## config.mk

```make
export PLATFORM = sky130hd
export DESIGN_NAME = gpio_ctl_port
export DESIGN_NICKNAME = d
export VERILOG_FILES = /design/src/rtl/gpio_ctl_port.sv
export SDC_FILE = /design/constraint.sdc
export NUM_CORES = 1
export LEC_CHECK = 0
export BUFFER_PORTS_ARGS = -buffer_cell sky130_fd_sc_hd__buf_2
export CAP_MARGIN = 20
export CORE_ASPECT_RATIO = 0.9
export CORE_MARGIN = 2
export CORE_UTILIZATION = 30
export DETAILED_ROUTE_END_ITERATION = 16
export HOLD_SLACK_MARGIN = 0.02
export REMOVE_ABC_BUFFERS = 1
export SLEW_MARGIN = 20
export SYNTH_ARGS = -nofsm -noshare
export SYNTH_HDL_FRONTEND = slang
export SYNTH_SLANG_ARGS = --single-unit
```

## constraint.sdc

```tcl
create_clock -name clk -period 1.2 [get_ports clk]
set_input_delay 0.18 -clock clk [delete_from_list [all_inputs] [get_ports clk]]
set_output_delay 0.18 -clock clk [all_outputs]
set_load 0.05 [all_outputs]
```

## src/rtl/gpio_ctl_port.sv

```systemverilog
module gpio_ctl_port #(
  parameter int W = 16,
  parameter logic [15:0] STATUS_RST = 16'h0002,
  parameter logic [15:0] PWR_FORCE = 16'h8040
) (
  input  logic         clk,
  input  logic         rst_n,
  input  logic [5:0]   addr,
  input  logic         wr_en,
  input  logic         rd_en,
  input  logic [W-1:0] wdata,
  output logic [W-1:0] rdata,
  output logic         err,
  input  logic [W-1:0] pin_in,
  output logic [W-1:0] pin_out
);
  localparam logic [5:0] O_MODE = 6'h00, O_DIV = 6'h04, O_STAT = 6'h08, O_PWR = 6'h0C;
  localparam logic [5:0] O_CLK = 6'h10, O_RAW = 6'h14, O_MSK = 6'h18, O_FLG = 6'h1C;
  localparam logic [5:0] O_DIR = 6'h20, O_LVW = 6'h24, O_LVR = 6'h28;
  localparam int PWR_TRIG = 7;

  logic [W-1:0] mode_r, div_r, pwr_r, clk_r, raw_r, msk_r, flg_r, dir_r, lvl_r;
  logic [W-1:0] sync1, sync2, sync3;
  logic [W-1:0] rd_mux, lvl_chg, lvl_in, lvl_nxt, dir_nxt;
  logic hit, wr_lvl, wr_dir;

  always_comb begin
    hit = 1'b1;
    rd_mux = '0;
    case (addr)
      O_MODE: rd_mux = mode_r;
      O_DIV:  rd_mux = div_r;
      O_STAT: rd_mux = STATUS_RST;
      O_PWR:  rd_mux = pwr_r;
      O_CLK:  rd_mux = clk_r;
      O_RAW:  rd_mux = raw_r;
      O_MSK:  rd_mux = msk_r;
      O_FLG:  rd_mux = flg_r;
      O_DIR:  rd_mux = dir_r;
      O_LVW, O_LVR: rd_mux = lvl_r;
      default: hit = 1'b0;
    endcase
  end

  assign wr_lvl  = wr_en && (addr == O_LVW || addr == O_LVR);
  assign wr_dir  = wr_en && (addr == O_DIR);
  assign lvl_chg = sync2 ^ sync3;
  assign lvl_in  = (lvl_r & ~lvl_chg) | (sync2 & lvl_chg);
  assign lvl_nxt = wr_lvl ? (wdata & dir_r) : lvl_in;
  assign dir_nxt = wr_dir ? wdata : dir_r;

  always_ff @(posedge clk or negedge rst_n) begin
    if (!rst_n) begin
      sync1 <= '0;
      sync2 <= '0;
      sync3 <= '0;
      lvl_r <= '0;
      dir_r <= '0;
      pin_out <= '0;
    end else begin
      sync1 <= pin_in;
      sync2 <= sync1;
      sync3 <= sync2;
      lvl_r <= lvl_nxt;
      dir_r <= dir_nxt;
      if (wr_lvl || wr_dir) pin_out <= lvl_nxt & dir_nxt;
    end
  end

  always_ff @(posedge clk or negedge rst_n) begin
    if (!rst_n) begin
      mode_r <= '0;
      div_r <= '0;
      pwr_r <= '0;
      clk_r <= '0;
      raw_r <= '0;
      msk_r <= '0;
      flg_r <= '0;
    end else if (wr_en) begin
      case (addr)
        O_MODE: mode_r <= wdata;
        O_DIV:  div_r <= wdata;
        O_PWR:  pwr_r <= wdata[PWR_TRIG] ? (wdata | PWR_FORCE) : wdata;
        O_CLK:  clk_r <= wdata;
        O_RAW:  raw_r <= wdata;
        O_MSK:  msk_r <= wdata;
        O_FLG:  flg_r <= wdata;
        default: ;
      endcase
    end
  end

  always_ff @(posedge clk or negedge rst_n) begin
    if (!rst_n) begin
      rdata <= '0;
      err <= 1'b0;
    end else begin
      rdata <= rd_en ? rd_mux : '0;
      err <= (rd_en || wr_en) && !hit;
    end
  end


  out_gate_chk: assert property (@(posedge clk) disable iff (!rst_n)
    (pin_out & ~dir_r) == '0);


  out_hold_chk: assert property (@(posedge clk) disable iff (!rst_n)
    !(wr_en && (addr == O_DIR || addr == O_LVW || addr == O_LVR)) |=> $stable(pin_out));


  lvl_mask_chk: assert property (@(posedge clk) disable iff (!rst_n)
    (wr_en && (addr == O_LVW || addr == O_LVR)) |=> (lvl_r & ~$past(dir_r)) == '0);


  stat_rd_chk: assert property (@(posedge clk) disable iff (!rst_n)
    (rd_en && addr == O_STAT) |=> rdata == STATUS_RST);


  pwr_force_chk: assert property (@(posedge clk) disable iff (!rst_n)
    (wr_en && addr == O_PWR && wdata[PWR_TRIG]) |=> (pwr_r & PWR_FORCE) == PWR_FORCE);


  bad_err_chk: assert property (@(posedge clk) disable iff (!rst_n)
    ((rd_en || wr_en) && !hit) |=> (err && rdata == '0));


  err_idle_chk: assert property (@(posedge clk) disable iff (!rst_n)
    !(rd_en || wr_en) |=> !err);
endmodule

```

Word-level counts from Yosys, hierarchy flattened --
Index checks and enable logic that the tools add are counted.
Storage, ports and cells: output and inout bits 33, register bits after elaboration 225
Cells by class: reduce and logical (&&, ||, !) cells 17, equality and inequality tests 10, bitwise gates (word level) 7, mux-type cells 6
Operators with widths (count):
- $pmux 16 s10 | 1
- $and 16x16->16 | 4
- $mux 16 | 4
- $eq 6x5->1 const B | 4
- $eq 6x6->1 const B | 3
- $not 16->16 | 1
- $or 16x16->16 | 1
- $xor 16x16->16 | 1
- $reduce_and 2->1 | 7
- $eq 6x4->1 const B | 2
- $reduce_or 11->1 | 1
- $eq 6x3->1 const B | 1
- $logic_not 6->1 | 1
- $logic_and 1x1->1 | 3
- $logic_or 1x1->1 | 3
- $reduce_or 2->1 | 1
- $logic_not 1->1 | 1
- $mux 1 | 1

Longest topological paths before layout --
depth in word-level cells 6, depth in mapped cells 8, gate-level depth less buffers 4

Worst setup path before layout --
No wires, ideal clock.
path kind input to register, start point in addr[2], end point reg mode_r[10], buffers on the path 4, library setup time 125 ps, path slack -855 ps, arrival time 1930 ps, stages on the path 7, cells stage by stage buf_6 > or4_4 > buf_6 > or4_4 > buf_6 > buf_12 > mux2_4
On the way: cells in the longest elaborated chain, start to end 2
RTL lines:
- from (decl) | line 8 | input logic [5:0] addr,
- $logic_not 6->1 | line 80 | case (addr)
- $reduce_and 2->1 (no line)
- to (signal assigned) | line 81 | O_MODE: mode_r <= wdata;
- to (decl) | line 22 | logic [W-1:0] mode_r, div_r, pwr_r, clk_r, raw_r, msk_r, flg_r, dir_r, lvl_r;
Every way passes these cells. A chain may end at the register's enable or synchronous reset.

Worst setup path in the final report --
start point in addr[2], end point reg dir_r[11]
On the way: cells in the longest elaborated chain, start to end 3
RTL lines:
- $eq 6x6->1 | line 46 | assign wr_dir = wr_en && (addr == O_DIR);
- $logic_and 1x1->1 | line 46
- $mux 16 | line 50 | assign dir_nxt = wr_dir ? wdata : dir_r;
- via dir_nxt[11] | line 24 | logic [W-1:0] rd_mux, lvl_chg, lvl_in, lvl_nxt, dir_nxt;
- to (signal assigned) | line 65 | dir_r <= dir_nxt;
- to (decl) | line 22
The timed path passes the listed nets, and every way through them passes these cells.

==> results.md <==
* Status: finished, violations left
* Violated checks: negative setup slack
* Worst-path clk slew at approximately 0.060 ns
* Leak Pwr at about 6.3 nW
* Vias in the first global route at about 6.7k
* WP data arrival at 1.85 ns
* Rel. slew slack at 74.1%
* Post-synth EDFFs at 0
* Wire length per cell at ~19 um
* Distinct cells, synth at 41
* Top-count cell post-synth: dfrtp_1
* Max-cap violations at 0
* First-pass GRT wire length at roughly 40000 um
* Final Cycle Share at 120%
* Fraction of layout cells with a size suffix above 1 at 46.7%
* Crit path kind: in -> reg
* Top cell type's share of synthesized area at 59.4%
* CP bufs+invs at 5
* Dpl cells at ~1.3k
* FFs w/ async S/R, synth at 100%
* Port bufs at 74
* Period minus WS final at between 1 and 1.5 ns
* Setup WS post-layout at -0.235 ns
* Crit-path cells: buf_8 > or4_4 > buf_6 > nor3_4 > buf_6 > buf_12 > buf_8 > mux2_4
* Crit path capture type: register
* Skew final at about 0.011 ns
* Reg2Reg Setup Slack at -0.06 ns
* DRC Markers at 0
* CP Launch Point: addr[2]
* Largest stage delay, worst path at between 0.5 and 0.6 ns
* Seq cells post-synth at about 230
* CP required at between 1.5 and 2 ns
* Layout Utilization at a little over two fifths
* Synth area leader: dfrtp_1
* Die Area at about 33000 um^2
* Nets@finish at between 900 and 1k
* Post-synth top cells: dfrtp_1, mux2_2, nand2_1
* Starting Density at slightly above 30%
* Via density at 4.79
* Initial antenna violation count at 1
* Slew of the pin with the lowest slew margin at approximately 0.39 ns
* Row count at 61
* Total grt overflow at 0
* Setup violators final at roughly 130
* Reg2reg start: raw_r[5]$_DFFE_PN0P_
* Die H at between 150 and 200 um
* Detailed-route via count at ~6.6k
* Post-Syn Area at roughly 9500 um^2
* Layout area overhead at 40.3%
* Root Buffer: clkbuf_16
* CP startpoint kind: primary input
* Post-Layout Cell Count at approximately 1.4k
* Post-Syn Area per Cell at 12.9 um^2
* Hold Path End: lvl_r[7]$_DFF_PN0_
* R2R depth at 3
* Final Routed Wirelength at around 26000 um
* RSZ-0062 raised after global routing: true
* Core area at around 31000 um^2
* Die width at around 190 um
* Hold depth at 3
* Register area share after synthesis at ~59%
* Capturing point of the worst reg2reg path: rdata[5]$_DFF_PN0_
* CTS tree: done
* Pin count of the biggest net entering global routing at between 40 and 50
* Worst skew pair latency at 0.53 ns
* Ys Warns at 0
* Hold_ws at 0.0505 ns
* Area of the multi-input gates at roughly 3800 um^2
* Cells after Synth at ~740
* Clock sinks at between 200 and 250
* H-tree lvl count at 1
* Post-synth top flop: dfrtp_1
* Initial DRT Pass Iterations at 4
* Crit-path leading delay family: simple AND/OR/NAND/NOR gates
* Power per cell area at approximately 1500 nW/um^2
* Fmax at 697 MHz
* Detailed placement HPWL at roughly 17000 um
* Register Area at 5630 um^2
* Clk buf depth at 3
* CP Max Fanout at 5
* Synth top area cells: dfrtp_1, mux2_2, a22o_1
* Total CTS buffers at 25
* Fillers at around 2.9k
* I/O pins at 75
* Hold Violations, Final at 0
* Slowest CP cell: or4_4
* GP Congestion at 0.826
* Slew Limit Fails at 0
* HP Class: in -> reg
* Max IR drop VDD at 0.995 mV
* Antenna Nets Post-Route at 0
* Gr usage total at between 10% and 20%
* Total power at 19.7 mW
* Initial detailed-routing violation count at about 330
* Min-delay src: wdata[7]
[what timing repair did]
action | in CTS | in global routing
hold buffers | 33 | 0
setup buffers | 28 | 9
resized for setup | 163 | 54
cloned | 3 | 0
setup endpoints to repair | 203 | 178
endpoints found under the hold margin | 266 | 0
pin swaps | 21 | 20
[cell type report]
| cell class | instances | share of cell area (%) |
|---|---|---|
| Antenna cell | 1 | 0.0188 |
| Tap cell | 409 | 3.85 |
| Inverter | 34 | 0.960 |
| Multi-Input combinational cell | 419 | 28.8 |
| Clock buffer | 35 | 5.59 |
| Timing Repair Buffer | 241 | 17.2 |
| Sequential cell | 225 | 42.4 |
| Clock inverter | 10 | 1.23 |
[cell usage in the layout, fill, tap and decap left out, drive strengths merged, types with 4 or more instances in the layout]
cell type,Yosys,layout
clkbuf,38,36
nand3,17,17
nand2,46,46
maj3,15,15
a221oi,10,10
mux2,134,134
mux2i,28,28
nor2,17,17
buf,21,207
o21ai,11,11
a21oi,9,9
and2,8,8
a22oi,12,12
bufinv,0,4
nor3,37,37
dlygate4sd3,0,33
nor4,6,6
inv,34,36
a31oi,12,12
a22o,32,32
dfrtp,225,225
[worst max path at each step]
stage | end | slack (ns) | cells past startpoint
final | dir_r[11]$_DFF_PN0_ | -0.24 | 8
after CTS | dir_r[11]$_DFF_PN0_ | -0.17 | 8
after global placement | dir_r[8]$_DFF_PN0_ | -0.89 | 5
after detailed placement | dir_r[11]$_DFF_PN0_ | -0.88 | 5
after global routing | dir_r[11]$_DFF_PN0_ | -0.25 | 8
after floorplan | pin_out[0]$_DFFE_PN0P_ | -1.68 | 4
[routing by layer]
layer | part of all wire, % | wire, um | global-route usage, % | vias up
met3 | 4.4 | 1130 | 2.64 | 32
met5 | 0 | 0 | 0 | -
met2 | 46 | 11700 | 23.6 | 123
li1 | - | - | - | 3039
met1 | 48 | 12200 | 22.9 | 3387
met4 | 2.0 | 503 | 3.46 | 0
[kinds of logic (layout without fill, tap and decap cells)]
| logic type | Yosys count | after routing | share of synthesized area [%] |
|---|---|---|---|
| flip-flops | 225 | 225 | 59.4 |
| multiplexers | 162 | 162 | 19.4 |
| AND/OR/NAND/NOR | 150 | 150 | 7.98 |
| buffers and inverters | 93 | 320 | 4.36 |
| AO/OA/AOI/OAI | 91 | 91 | 7.12 |
| adder cells (fa/ha/maj) | 15 | 15 | 1.58 |
| XOR/XNOR | 1 | 1 | 0.0925 |
| other | 0 | 1 | 0 |
[worst reg2reg max path: cells and delay by family (launching register included)]
kind | cells | cell delay, ns
AO/OA/AOI/OAI | 2 | 0.48
multiplexers | 1 | 0.26
flip-flops | 1 | 0.38
[metrics by stage]
step | setup WS, ns | cell area [um^2] | setup TNS [ns]
final | -0.235 | 13300 | -12.75
after global routing | -0.249 | 13300 | -15.03
after global placement | -0.886 | 10900 | -122.02
after detailed placement | -0.879 | 10900 | -122.64
after floorplan | -1.68 | 9190 | -147.63
after CTS | -0.170 | 13000 | -11.11
[power breakdown]
group / leakage [nW] / internal [mW] / switching (mW)
sequential: 2.90 / 8.37 / 0.452
clock: 0.446 / 5.18 / 3.18
combinational: 2.91 / 1.35 / 1.15
Power figures use the tool's default switching activity.
